==> config.mk <==
export PLATFORM = sky130hd
export DESIGN_NAME = host_regif
export DESIGN_NICKNAME = d
export VERILOG_FILES = /design/src/rtl/host_regif_pkg.sv /design/src/rtl/event_flags.sv /design/src/rtl/window_bank.sv /design/src/rtl/serial_flags.sv /design/src/rtl/host_regif.sv
export SDC_FILE = /design/constraint.sdc
export NUM_CORES = 1
export LEC_CHECK = 0
export ABC_AREA = 1
export BUFFER_PORTS_ARGS = -buffer_cell sky130_fd_sc_hd__buf_4
export CAP_MARGIN = 20
export CORE_ASPECT_RATIO = 1.1
export CORE_MARGIN = 1
export CORE_UTILIZATION = 35
export DETAILED_ROUTE_END_ITERATION = 6
export SLEW_MARGIN = 20
export SYNTH_ARGS = -nofsm -noshare
export SYNTH_HDL_FRONTEND = slang
export SYNTH_HIERARCHICAL = 1
export SYNTH_SLANG_ARGS = --single-unit
==> constraint.sdc <==
create_clock -name clk -period 3.95 [get_ports clk]
set_clock_uncertainty 0.15 [all_clocks]
set_input_delay 0.1975 -clock clk [delete_from_list [all_inputs] [get_ports clk]]
set_output_delay 0.1975 -clock clk [all_outputs]
set_load 0.01 [all_outputs]
==> src/rtl/host_regif_pkg.sv <==
package host_regif_pkg;
  localparam int BYTE_W = 8;

  typedef enum logic [2:0] {
    SEL_STATUS = 3'd0,
    SEL_ENABLE = 3'd1,
    SEL_INDEX  = 3'd2,
    SEL_WINDOW = 3'd3,
    SEL_USTAT  = 3'd4,
    SEL_UDATA  = 3'd5,
    SEL_RSV6   = 3'd6,
    SEL_RSV7   = 3'd7
  } reg_sel_e;
endpackage

==> src/rtl/event_flags.sv <==
module event_flags #(
  parameter int N_SRC = 4
) (
  input  logic             clk,
  input  logic             rst_n,
  input  logic [N_SRC-1:0] ev,
  input  logic             rd_clr,
  output logic [N_SRC-1:0] flags
);
  logic [N_SRC-1:0] flags_q, flags_d;

  // clear first, then merge new events so a coincident event survives
  always_comb begin
    flags_d = (rd_clr ? '0 : flags_q) | ev;
  end

  always_ff @(posedge clk or negedge rst_n) begin
    if (!rst_n) flags_q <= '0;
    else        flags_q <= flags_d;
  end

  assign flags = flags_q;

  p_clear_on_read_r8: assert property (@(posedge clk) disable iff (!rst_n)
    (rd_clr && ev == '0) |=> (flags == '0));

  p_event_kept_r9: assert property (@(posedge clk) disable iff (!rst_n)
    (ev != '0) |=> ((flags & $past(ev)) == $past(ev)));
endmodule

==> src/rtl/window_bank.sv <==
module window_bank #(
  parameter int IDX_W   = 4,
  parameter int DATA_W  = 8,
  parameter int RX_REGS = 8
) (
  input  logic                          clk,
  input  logic                          rst_n,
  input  logic                          idx_we,
  input  logic                          idx_step_in,
  input  logic [IDX_W-1:0]              idx_in,
  input  logic                          acc_rd,
  input  logic                          acc_wr,
  input  logic [DATA_W-1:0]             wdata,
  input  logic [RX_REGS*DATA_W-1:0]     rx_frame,
  output logic [IDX_W-1:0]              idx,
  output logic                          idx_step,
  output logic [DATA_W-1:0]             rdata,
  output logic [((1<<IDX_W)-RX_REGS)*DATA_W-1:0] tx_frame
);
  localparam int NREG    = 1 << IDX_W;
  localparam int TX_REGS = NREG - RX_REGS;

  logic [IDX_W-1:0] idx_q, idx_d;
  logic             step_q, step_d;
  logic [NREG-1:0][DATA_W-1:0] view;

  always_comb begin
    idx_d  = idx_q;
    step_d = step_q;
    if (idx_we) begin
      idx_d  = idx_in;
      step_d = idx_step_in;
    end else if ((acc_rd || acc_wr) && step_q) begin
      idx_d = idx_q + 1'b1;
    end
  end

  always_ff @(posedge clk or negedge rst_n) begin
    if (!rst_n) begin
      idx_q  <= '0;
      step_q <= 1'b0;
    end else begin
      idx_q  <= idx_d;
      step_q <= step_d;
    end
  end

  for (genvar i = 0; i < RX_REGS; i++) begin : g_rx
    assign view[i] = rx_frame[i*DATA_W +: DATA_W];
  end

  for (genvar j = 0; j < TX_REGS; j++) begin : g_tx
    logic              we;
    logic [DATA_W-1:0] byte_q;
    assign we = acc_wr && (idx_q == IDX_W'(RX_REGS + j));
    always_ff @(posedge clk or negedge rst_n) begin
      if (!rst_n)  byte_q <= '0;
      else if (we) byte_q <= wdata;
    end
    assign view[RX_REGS + j]            = byte_q;
    assign tx_frame[j*DATA_W +: DATA_W] = byte_q;
  end

  assign rdata    = view[idx_q];
  assign idx      = idx_q;
  assign idx_step = step_q;

  p_autoinc_step_r5: assert property (@(posedge clk) disable iff (!rst_n)
    ((acc_rd || acc_wr) && step_q && !idx_we) |=> (idx == IDX_W'($past(idx) + 1'b1)));

  p_hold_idx_r5: assert property (@(posedge clk) disable iff (!rst_n)
    (!idx_we && !step_q) |=> $stable(idx));
endmodule

==> src/rtl/serial_flags.sv <==
module serial_flags #(
  parameter int DATA_W = 8
) (
  input  logic              clk,
  input  logic              rst_n,
  input  logic              rx_valid,
  input  logic [DATA_W-1:0] rx_byte,
  input  logic              rx_take,
  input  logic              tx_ready,
  input  logic              tx_load,
  input  logic [DATA_W-1:0] tx_wdata,
  output logic              rx_pend,
  output logic              tx_pend,
  output logic [DATA_W-1:0] rx_data,
  output logic              tx_push,
  output logic [DATA_W-1:0] tx_byte
);
  logic              rxp_q, rxp_d, txp_q, txp_d, push_q;
  logic [DATA_W-1:0] rxb_q, txb_q;

  // set has priority over clear on both flags
  always_comb begin
    rxp_d = (rxp_q && !rx_take) || rx_valid;
    txp_d = (txp_q && !tx_load) || tx_ready;
  end

  always_ff @(posedge clk or negedge rst_n) begin
    if (!rst_n) begin
      rxp_q  <= 1'b0;
      txp_q  <= 1'b0;
      push_q <= 1'b0;
    end else begin
      rxp_q  <= rxp_d;
      txp_q  <= txp_d;
      push_q <= tx_load;
    end
  end

  always_ff @(posedge clk or negedge rst_n) begin
    if (!rst_n)        rxb_q <= '0;
    else if (rx_valid) rxb_q <= rx_byte;
  end

  always_ff @(posedge clk or negedge rst_n) begin
    if (!rst_n)       txb_q <= '0;
    else if (tx_load) txb_q <= tx_wdata;
  end

  assign rx_pend = rxp_q;
  assign tx_pend = txp_q;
  assign rx_data = rxb_q;
  assign tx_push = push_q;
  assign tx_byte = txb_q;

  p_push_after_write_r12: assert property (@(posedge clk) disable iff (!rst_n)
    tx_load |=> (tx_push && tx_byte == $past(tx_wdata)));

  p_rx_set_wins_r13: assert property (@(posedge clk) disable iff (!rst_n)
    rx_valid |=> rx_pend);

  p_tx_set_wins_r13: assert property (@(posedge clk) disable iff (!rst_n)
    tx_ready |=> tx_pend);
endmodule

==> src/rtl/host_regif.sv <==
module host_regif
  import host_regif_pkg::*;
#(
  parameter int IDX_W   = 4,
  parameter int RX_REGS = 8
) (
  input  logic                      clk,
  input  logic                      rst_n,
  input  logic [2:0]                bus_addr,
  input  logic                      bus_wr,
  input  logic                      bus_rd,
  input  logic [BYTE_W-1:0]         bus_wdata,
  output logic [BYTE_W-1:0]         bus_rdata,
  input  logic                      ev_ltc_rx,
  input  logic                      ev_ltc_tx,
  input  logic                      ev_line,
  input  logic                      ev_timer,
  input  logic [RX_REGS*BYTE_W-1:0] rx_frame,
  output logic [((1<<IDX_W)-RX_REGS)*BYTE_W-1:0] tx_frame,
  input  logic                      uart_rx_valid,
  input  logic [BYTE_W-1:0]         uart_rx_byte,
  input  logic                      uart_tx_ready,
  output logic                      uart_tx_push,
  output logic [BYTE_W-1:0]         uart_tx_byte,
  output logic                      irq
);
  localparam int N_SRC = 4;
  localparam int EN_W  = N_SRC + 2;

  reg_sel_e          sel;
  logic              wr, rd;
  logic [N_SRC-1:0]  flags;
  logic [EN_W-1:0]   en_q, en_d;
  logic [IDX_W-1:0]  idx;
  logic              idx_step;
  logic [BYTE_W-1:0] win_rdata, rx_data;
  logic              rx_pend, tx_pend;

  assign sel = reg_sel_e'(bus_addr);
  assign wr  = bus_wr;
  assign rd  = bus_rd && !bus_wr;

  event_flags #(.N_SRC(N_SRC)) u_flags (
    .clk    (clk),
    .rst_n  (rst_n),
    .ev     ({ev_timer, ev_line, ev_ltc_tx, ev_ltc_rx}),
    .rd_clr (rd && sel == SEL_STATUS),
    .flags  (flags)
  );

  window_bank #(.IDX_W(IDX_W), .DATA_W(BYTE_W), .RX_REGS(RX_REGS)) u_bank (
    .clk         (clk),
    .rst_n       (rst_n),
    .idx_we      (wr && sel == SEL_INDEX),
    .idx_step_in (bus_wdata[BYTE_W-1]),
    .idx_in      (bus_wdata[IDX_W-1:0]),
    .acc_rd      (rd && sel == SEL_WINDOW),
    .acc_wr      (wr && sel == SEL_WINDOW),
    .wdata       (bus_wdata),
    .rx_frame    (rx_frame),
    .idx         (idx),
    .idx_step    (idx_step),
    .rdata       (win_rdata),
    .tx_frame    (tx_frame)
  );

  serial_flags #(.DATA_W(BYTE_W)) u_serial (
    .clk      (clk),
    .rst_n    (rst_n),
    .rx_valid (uart_rx_valid),
    .rx_byte  (uart_rx_byte),
    .rx_take  (rd && sel == SEL_UDATA),
    .tx_ready (uart_tx_ready),
    .tx_load  (wr && sel == SEL_UDATA),
    .tx_wdata (bus_wdata),
    .rx_pend  (rx_pend),
    .tx_pend  (tx_pend),
    .rx_data  (rx_data),
    .tx_push  (uart_tx_push),
    .tx_byte  (uart_tx_byte)
  );

  always_comb begin
    en_d = en_q;
    if (wr && sel == SEL_ENABLE) en_d = bus_wdata[EN_W-1:0];
  end

  always_ff @(posedge clk or negedge rst_n) begin
    if (!rst_n) en_q <= '0;
    else        en_q <= en_d;
  end

  always_comb begin
    bus_rdata = '0;
    unique case (sel)
      SEL_STATUS: bus_rdata = BYTE_W'(flags);
      SEL_ENABLE: bus_rdata = BYTE_W'(en_q);
      SEL_INDEX:  bus_rdata = {idx_step, (BYTE_W-1-IDX_W)'(0), idx};
      SEL_WINDOW: bus_rdata = win_rdata;
      SEL_USTAT:  bus_rdata = BYTE_W'({tx_pend, rx_pend});
      SEL_UDATA:  bus_rdata = rx_data;
      default:    bus_rdata = '0;
    endcase
  end

  assign irq = |({tx_pend, rx_pend, flags} & en_q);

  p_irq_masked_r10: assert property (@(posedge clk) disable iff (!rst_n)
    (en_q == '0) |-> !irq);

  p_irq_follows_event_r10: assert property (@(posedge clk) disable iff (!rst_n)
    (ev_timer && en_q[3] && !(wr && sel == SEL_ENABLE)) |=> irq);
endmodule

==> out/qor.csv, run 1 <==
stage,metric,value,unit
setup_path,CP Depth,12,
finish,Area Overhead vs Synth,32.5,%
grt,initial antenna violation count,0,
setup_path,CP Launch Type,flop,
grt,total track usage,22.9,%
synth,post-synthesis register bit count,98,
setup_path,"Cell Chain, Critical Path","inv_2, buf_4, nand2_1, nand3_1, nand3_1, nand3_1, nand2_1, nand4_1, nand2_1, nor2_1, nand2_1, buf_4",
floorplan,boundary pin count,175,
clocking,cts bufs inserted,9,
detailed_routing,Detail Route met2 WL,9000,um
setup_path,FF-to-FF Start,u_bank/idx[0]$_DFFE_PN0P_,
sta,"Hold Violations, Final",0,
detailed_routing,Wirelength per Cell,15.2,um
detailed_routing,WL met1,8620,um
setup_path,CP Buf/Inv Count,3,
detailed_routing,Top Layer Used,met4,
setup_path,cell family with most CP delay,buffers and inverters,
synth,syn nets,984,
setup_path,WP data arrival,2.45,ns
run_status,status,"finished, final reports clean",
synth,Synth area leaders,"dfrtp_1 42%, nand2_1 23%, inv_1 9.5%, nand3_1 8.6%, o21ai_0 5.7%",
placed_design,# port buffers,174,
sta,fin crit share,70.8,%
floorplan,chip width,126,um
setup_path,Worst Setup End Kind,primary output,
setup_path,cell mode on critical path,nand2_1,
clocking,TritonCTS clock tree,done,
detailed_routing,DRC,0,
detailed_routing,total number of vias,6115,
clocking,clock root buffer,clkbuf_16,
synth,mapped cell area,5900,um^2
sta,Max Slew Vio Count,0,
grt,first-pass GRT wire length,31300,um
synth,Yosys top cell by area,dfrtp_1,
placed_design,HPWL Detailed,13700,um
sta,Post-Route Setup TNS,0,ns
synth,number of distinct library cells after synthesis,27,
clocking,htree depth,3,
setup_path,worst path required time,3.60,ns
detailed_routing,WL final,19300,um
job,Max Cap Viol,0,
setup_path,Worst path slowest cell,inv_2,
detailed_routing,drt pass-1 iters,5,
clocking,Clock transition at path regs,0.06,ns
floorplan,Die Area,17400,um^2
sta,fin crit period,2.80,ns
power_and_ir_drop,Pwr Density,521,nW/um^2
floorplan,Initial Util,35.9,%
sta,f_max,0.357,GHz
clocking,post-CTS setup buffer count,0,
grt,vias in the first global route,5977,
synth,area share of the largest cell type after synthesis,41.6,%
detailed_routing,DR vias/cell,4.81,
setup_path,CP Max Fanout,31,
detailed_routing,WL met3,1160,um
worst_hold_path,worst min path class,input pin to flop,
detailed_routing,Final ANT Viol Nets,0,
synth,YS warnings,6,
sta,Slew @ Worst Pin,1.04,ns
sta,relative slew slack,29.8,%
floorplan,Die Height,138,um
sta,final setup violation count,0,
floorplan,Row Count,49,
clocking,Skew-Pair Late Insertion Delay,0.34,ns
clocking,Max clock buf depth,2,
sta,Hold Slack,0.000457,ns
power_and_ir_drop,worst vdd rail ir drop,0.341,mV
grt,total grt overflow,0,
setup_path,FF-to-FF path depth,5,
detailed_routing,initial detailed-routing violation count,507,
setup_path,FF-to-FF setup slack,1.72,ns
setup_path,worst r2r dst,u_bank/g_tx[7].byte_q[2]$_DFFE_PN0P_,
finish,final antenna diode count,0,
finish,final net count,1160,
setup_path,crit path to,bus_rdata[0],
sta,RSZ-0062 raised after global routing,false,
synth,syn avg cell area,6.65,um^2
floorplan,core area,16400,um^2
grt,largest net degree at the start of global routing,79,
finish,share of cells above drive strength 1,20.6,%
synth,Post-Synthesis Cells,887,
clocking,CTS sink cnt,98,
synth,register area share after synthesis,41.6,%
setup_path,crit path from,u_bank/idx[0]$_DFFE_PN0P_,
setup_path,Worst path max stage delay,0.42,ns
setup_path,WS Path Type,flop to primary output,
placed_design,routability cong.,0.854,
power_and_ir_drop,Leak,0.00426,uW
-- worst min path at each step --
stage	depth (start not counted)	startpoint	endpoint
5_1_grt	3	bus_wdata[7]	u_serial/tx_byte[7]$_DFFE_PN0P_
3_3_place_gp	3	ev_line	u_flags/flags[2]$_DFF_PN0_
3_5_place_dp	3	ev_timer	u_flags/flags[3]$_DFF_PN0_
2_1_floorplan	0	rst_n	en_q[0]$_DFFE_PN0P_
4_1_cts	3	bus_wdata[7]	u_serial/tx_byte[7]$_DFFE_PN0P_
6_report	3	bus_wdata[7]	u_serial/tx_byte[7]$_DFFE_PN0P_
-- cells by family (layout without fill, tap and decap cells) --
family,count (synthesis),in the layout,synth area share (%)
flip-flops,98,98,41.6
AO/OA/AOI/OAI,82,82,6.97
XOR/XNOR,1,1,0.148
buffers and inverters,198,377,13.8
adder cells (fa/ha/maj),4,4,0.848
AND/OR/NAND/NOR,504,504,36.7
-- state kept, by name, summed over array words and instances, names as in the netlist, 4 cells and up --
register,flops
u_bank/g_tx.byte_q,64
u_serial/tx_byte,8
u_bank/idx,4
en_q,6
u_flags/flags,4
u_serial/rx_data,8
-- cell usage after synthesis, drive strengths merged --
cell and number:
a21oi 3, a31oi 1, buf 30, clkbuf 7, clkinv 2, dfrtp 98, ha 4, inv 159
nand2 368, nand3 105, nand4 6, nor2 22, nor3 1, nor4 2, o21ai 78, xor2 1
-- area by class of cell --
type | instances | area [um^2]
fillers | 1705 | 8610
multi-input cells | 591 | 2640
flip-flops and latches | 98 | 2450
repair buffers | 202 | 1580
inverters | 161 | 608
well taps | 204 | 255
clock buffers | 10 | 239
clock inverters | 4 | 51.3
-- timing repair --
item,in CTS,in global routing
endpoints found under the hold margin,93,0
gates resized for setup,0,0
hold buffers,22,0
endpoints found under the setup margin,0,0
-- routing by layer --
layer	track usage (%)	vias up
met5	0	-
met4	8.50	0
met3	3.44	29
met2	37.8	230
met1	30.4	2808
li1	-	3048
-- worst register-to-register path: stages (launching register included) --
cell and delay [ns]:
dfrtp_2 0.36, buf_4 0.59, ha_1 0.38, nand2_1 0.13, nor2_4 0.34, o21ai_0 0.15
-- cells in the final DEF, fill, tap and decap left out, types with 2 or more instances in the layout --
| cell | instances |
|---|---|
| o21ai_1 | 11 |
| clkbuf_16 | 9 |
| ha_1 | 4 |
| nor2_2 | 2 |
| inv_1 | 149 |
| nor4_1 | 2 |
| nand2_1 | 367 |
| buf_4 | 179 |
| dlygate4sd3_1 | 22 |
| clkinv_2 | 2 |
| o21ai_0 | 67 |
| nand3_4 | 4 |
| nor2_4 | 5 |
| a21oi_1 | 3 |
| nand3_1 | 101 |
| inv_2 | 9 |
| nor2_1 | 14 |
| dfrtp_1 | 97 |
| nand4_1 | 6 |
-- metrics by stage --
step	area, um^2	setup slack, ns	util, %	total power, uW	std cells
after floorplan	5900	2.11	-	2450	887
after global placement	7310	1.45	44.5	3190	1234
after detailed placement	7310	1.37	44.5	3200	1234
after CTS	7820	1.14	47.6	4110	1270
after global routing	7820	0.956	47.6	4400	1270
final	7820	1.15	47.6	4080	1270
-- report_power, final --
part,total (uW),leakage (uW),internal (uW),switching (uW)
Clock,876,0.000141,502,374
Sequential,1390,0.00114,1210,172
Combinational,1810,0.00297,710,1100
Note: power is estimated with default switching activity, not from simulation.
==> run 2: changes to the inputs <==
==> constraint.sdc (replaced) <==
create_clock -name clk -period 2.7 [get_ports clk]
set_clock_uncertainty 0.15 [all_clocks]
set_input_delay 0.135 -clock clk [delete_from_list [all_inputs] [get_ports clk]]
set_output_delay 0.135 -clock clk [all_outputs]
set_load 0.01 [all_outputs]
==> run 2 against run 1 <==
Register-to-register slack worse by 1.0 ns; final area up 2.3%; total power increased by 49%; utilization rose by 1.1 points; hold slack better by 0.090 ns; flip-flop and latch count did not move; largest cell class unchanged; wire length is 0.38% higher; clock power grew 48%; highest routed layer unchanged; final cell count rose by 1.5%; critical endpoint unchanged.
==> out/qor.csv, run 2 (synthesis results as in run 1) <==
stage,metric,value,unit,change
placed_design,placed insts,1242,,+0.65%
finish,Biggest register,u_bank/g_tx.byte_q,,
finish,total of fill cells in the finished design,1720,,+0.88%
grt,total grt overflow,0,,unchanged
finish,Area Overhead vs Synth,35.5,%,
finish,most frequent cells in the layout,"367 x nand2_1, 186 x buf_4, 149 x inv_1",,
sta,final setup violation count,0,,unchanged
sta,relative slew slack,59.3,%,+29 points
finish,share of cells above drive strength 1,21.2,%,+0.56 points
sta,f_max,0.422,GHz,
power_and_ir_drop,Leak,0.00434,uW,+2.0%
grt,largest net degree at the start of global routing,43,,-46%
clocking,cts bufs inserted,9,,unchanged
placed_design,HPWL Detailed,14000,um,+1.8%
power_and_ir_drop,Pwr Density,761,nW/um^2,+46%
floorplan,Initial Util,35.9,%,unchanged
finish,final antenna diode count,0,,unchanged
setup_path,FF-to-FF Start,u_bank/idx[0]$_DFFE_PN0P_,,
setup_path,CP Max Fanout,37,,+19%
floorplan,Row Count,49,,unchanged
detailed_routing,total number of vias,6122,,+0.11%
finish,max reg flops,64,,unchanged
detailed_routing,drt pass-1 iters,5,,unchanged
floorplan,Die Height,138,um,unchanged
power_and_ir_drop,Tot Pwr,6080,uW,+49%
finish,fin cells,1289,,+1.5%
run_status,status,"finished, final reports clean",,
floorplan,boundary pin count,175,,unchanged
setup_path,FF-to-FF setup slack,0.70,ns,-1.02 ns
job,Max Cap Viol,0,,unchanged
detailed_routing,WL final,19300,um,+0.38%
setup_path,Worst Setup End Kind,primary output,,
clocking,TritonCTS clock tree,done,,
finish,"commonest non-fill, non-tap cell in the layout",nand2_1,,
detailed_routing,DR vias/cell,4.75,,-1.4%
sta,fin crit share,87.7,%,
placed_design,routability cong.,0.843,,-1.2%
clocking,post-CTS setup buffer count,0,,unchanged
detailed_routing,Final ANT Viol Nets,0,,unchanged
finish,Multi-input gate area,2640,um^2,unchanged
setup_path,worst path required time,2.41,ns,-1.19 ns
sta,"Hold Violations, Final",0,,unchanged
setup_path,CP Launch Type,flop,,
setup_path,WP data arrival,2.08,ns,-0.37 ns
clocking,Max clock buf depth,2,,unchanged
floorplan,Die Area,17400,um^2,unchanged
grt,vias in the first global route,5859,,-2.0%
floorplan,chip width,126,um,unchanged
worst_hold_path,hold_sp,bus_addr[1],,
clocking,htree depth,3,,unchanged
clocking,CTS sink cnt,98,,unchanged
sta,Slew @ Worst Pin,0.609,ns,-0.434 ns
setup_path,crit path from,u_bank/idx[0]$_DFFE_PN0P_,,
grt,first-pass GRT wire length,31200,um,-0.22%
sta,RSZ-0062 raised after global routing,false,,
clocking,clock root buffer,clkbuf_16,,
power_and_ir_drop,worst vdd rail ir drop,0.464,mV,+36%
detailed_routing,initial detailed-routing violation count,345,,-32%
clocking,Clock transition at path regs,0.07,ns,about the same
grt,initial antenna violation count,0,,unchanged
placed_design,# port buffers,174,,unchanged
sta,Post-Route Setup TNS,0,ns,unchanged
sta,Max Slew Vio Count,0,,unchanged
sta,fin crit period,2.37,ns,
detailed_routing,DRC,0,,unchanged
detailed_routing,Wirelength per Cell,15.0,um,-1.1%
floorplan,core area,16400,um^2,unchanged
clocking,Skew-Pair Late Insertion Delay,0.35,ns,about the same
finish,register area,2450,um^2,about the same
worst_hold_path,worst min path class,input pin to flop,,
grt,total track usage,23.1,%,+0.17 points
setup_path,WS Path Type,flop to primary output,,
finish,final net count,1177,,+1.5%
run 2: changes by cell type in the layout (fill, tap and decap cells not counted), sizes merged:
cell,delta
buf,+8
clkinv,+2
dlygate4sd3,+9
run 2: final cells by class:
type	count	area share [%]
repair buffers	219	21.8
multi-input cells	591	33.0
well taps	204	3.19
clock inverters	6	0.814
clock buffers	10	2.86
flip-flops and latches	98	30.7
inverters	161	7.60
run 2: stage by stage:
step	cell area, um^2	utilization (%)	hold WS, ns	setup WS (ns)
6_report	8000	48.7	0.0907	0.331
5_1_grt	8000	48.7	0.122	0.147
4_1_cts	8000	48.7	0.0857	0.128
3_5_place_dp	7390	45.0	0.0178	0.512
3_3_place_gp	7390	45.0	0.0315	0.529
2_1_floorplan	5900	-	-0.311	0.861
run 2: where the power goes:
group | internal (uW) | switching (uW)
Sequential | 1780 | 246
Clock | 721 | 577
Combinational | 1100 | 1660
run 2: critical path, cell delays in order, from the launching register on:
cell and delay (ns):
dfrtp_2 0.37, buf_4 0.36, nand2_1 0.11, nand3_1 0.09, nand2_1 0.08, nand2_1 0.06, nand2_1 0.06, inv_1 0.05
nand2_1 0.05, nand4_1 0.08, nand2_1 0.08, nor2_1 0.11, nand2_1 0.06, buf_4 0.14
run 2: path summary, 6_finish.rpt:
check / end / depth (start not counted)
hold reg to reg: u_serial/tx_byte[1]$_DFFE_PN0P_ / 2
setup / recovery: bus_rdata[0] / 13
hold / removal: u_flags/flags[2]$_DFF_PN0_ / 5
min in group asynchronous: u_bank/g_tx[6].byte_q[4]$_DFFE_PN0P_ / 2
max in group asynchronous: u_bank/g_tx[5].byte_q[1]$_DFFE_PN0P_ / 3
setup reg to reg: u_bank/g_tx[1].byte_q[3]$_DFFE_PN0P_ / 4
run 2: metal layers:
layer	share of wire, %	wire length (um)	vias up	track usage (%)
met3	5.6	1090	23	3.21
li1	-	-	3089	-
met4	1.7	337	0	7.55
met1	45	8660	2808	31.6
met5	0	0	-	0
met2	48	9240	202	37.6
run 2: what timing repair did:
item / 4_1_cts / 5_1_grt
gates resized for setup: 0 / 1
hold buffers: 31 / 0
hold endpoints to repair: 102 / 0
setup endpoints to repair: 0 / 4
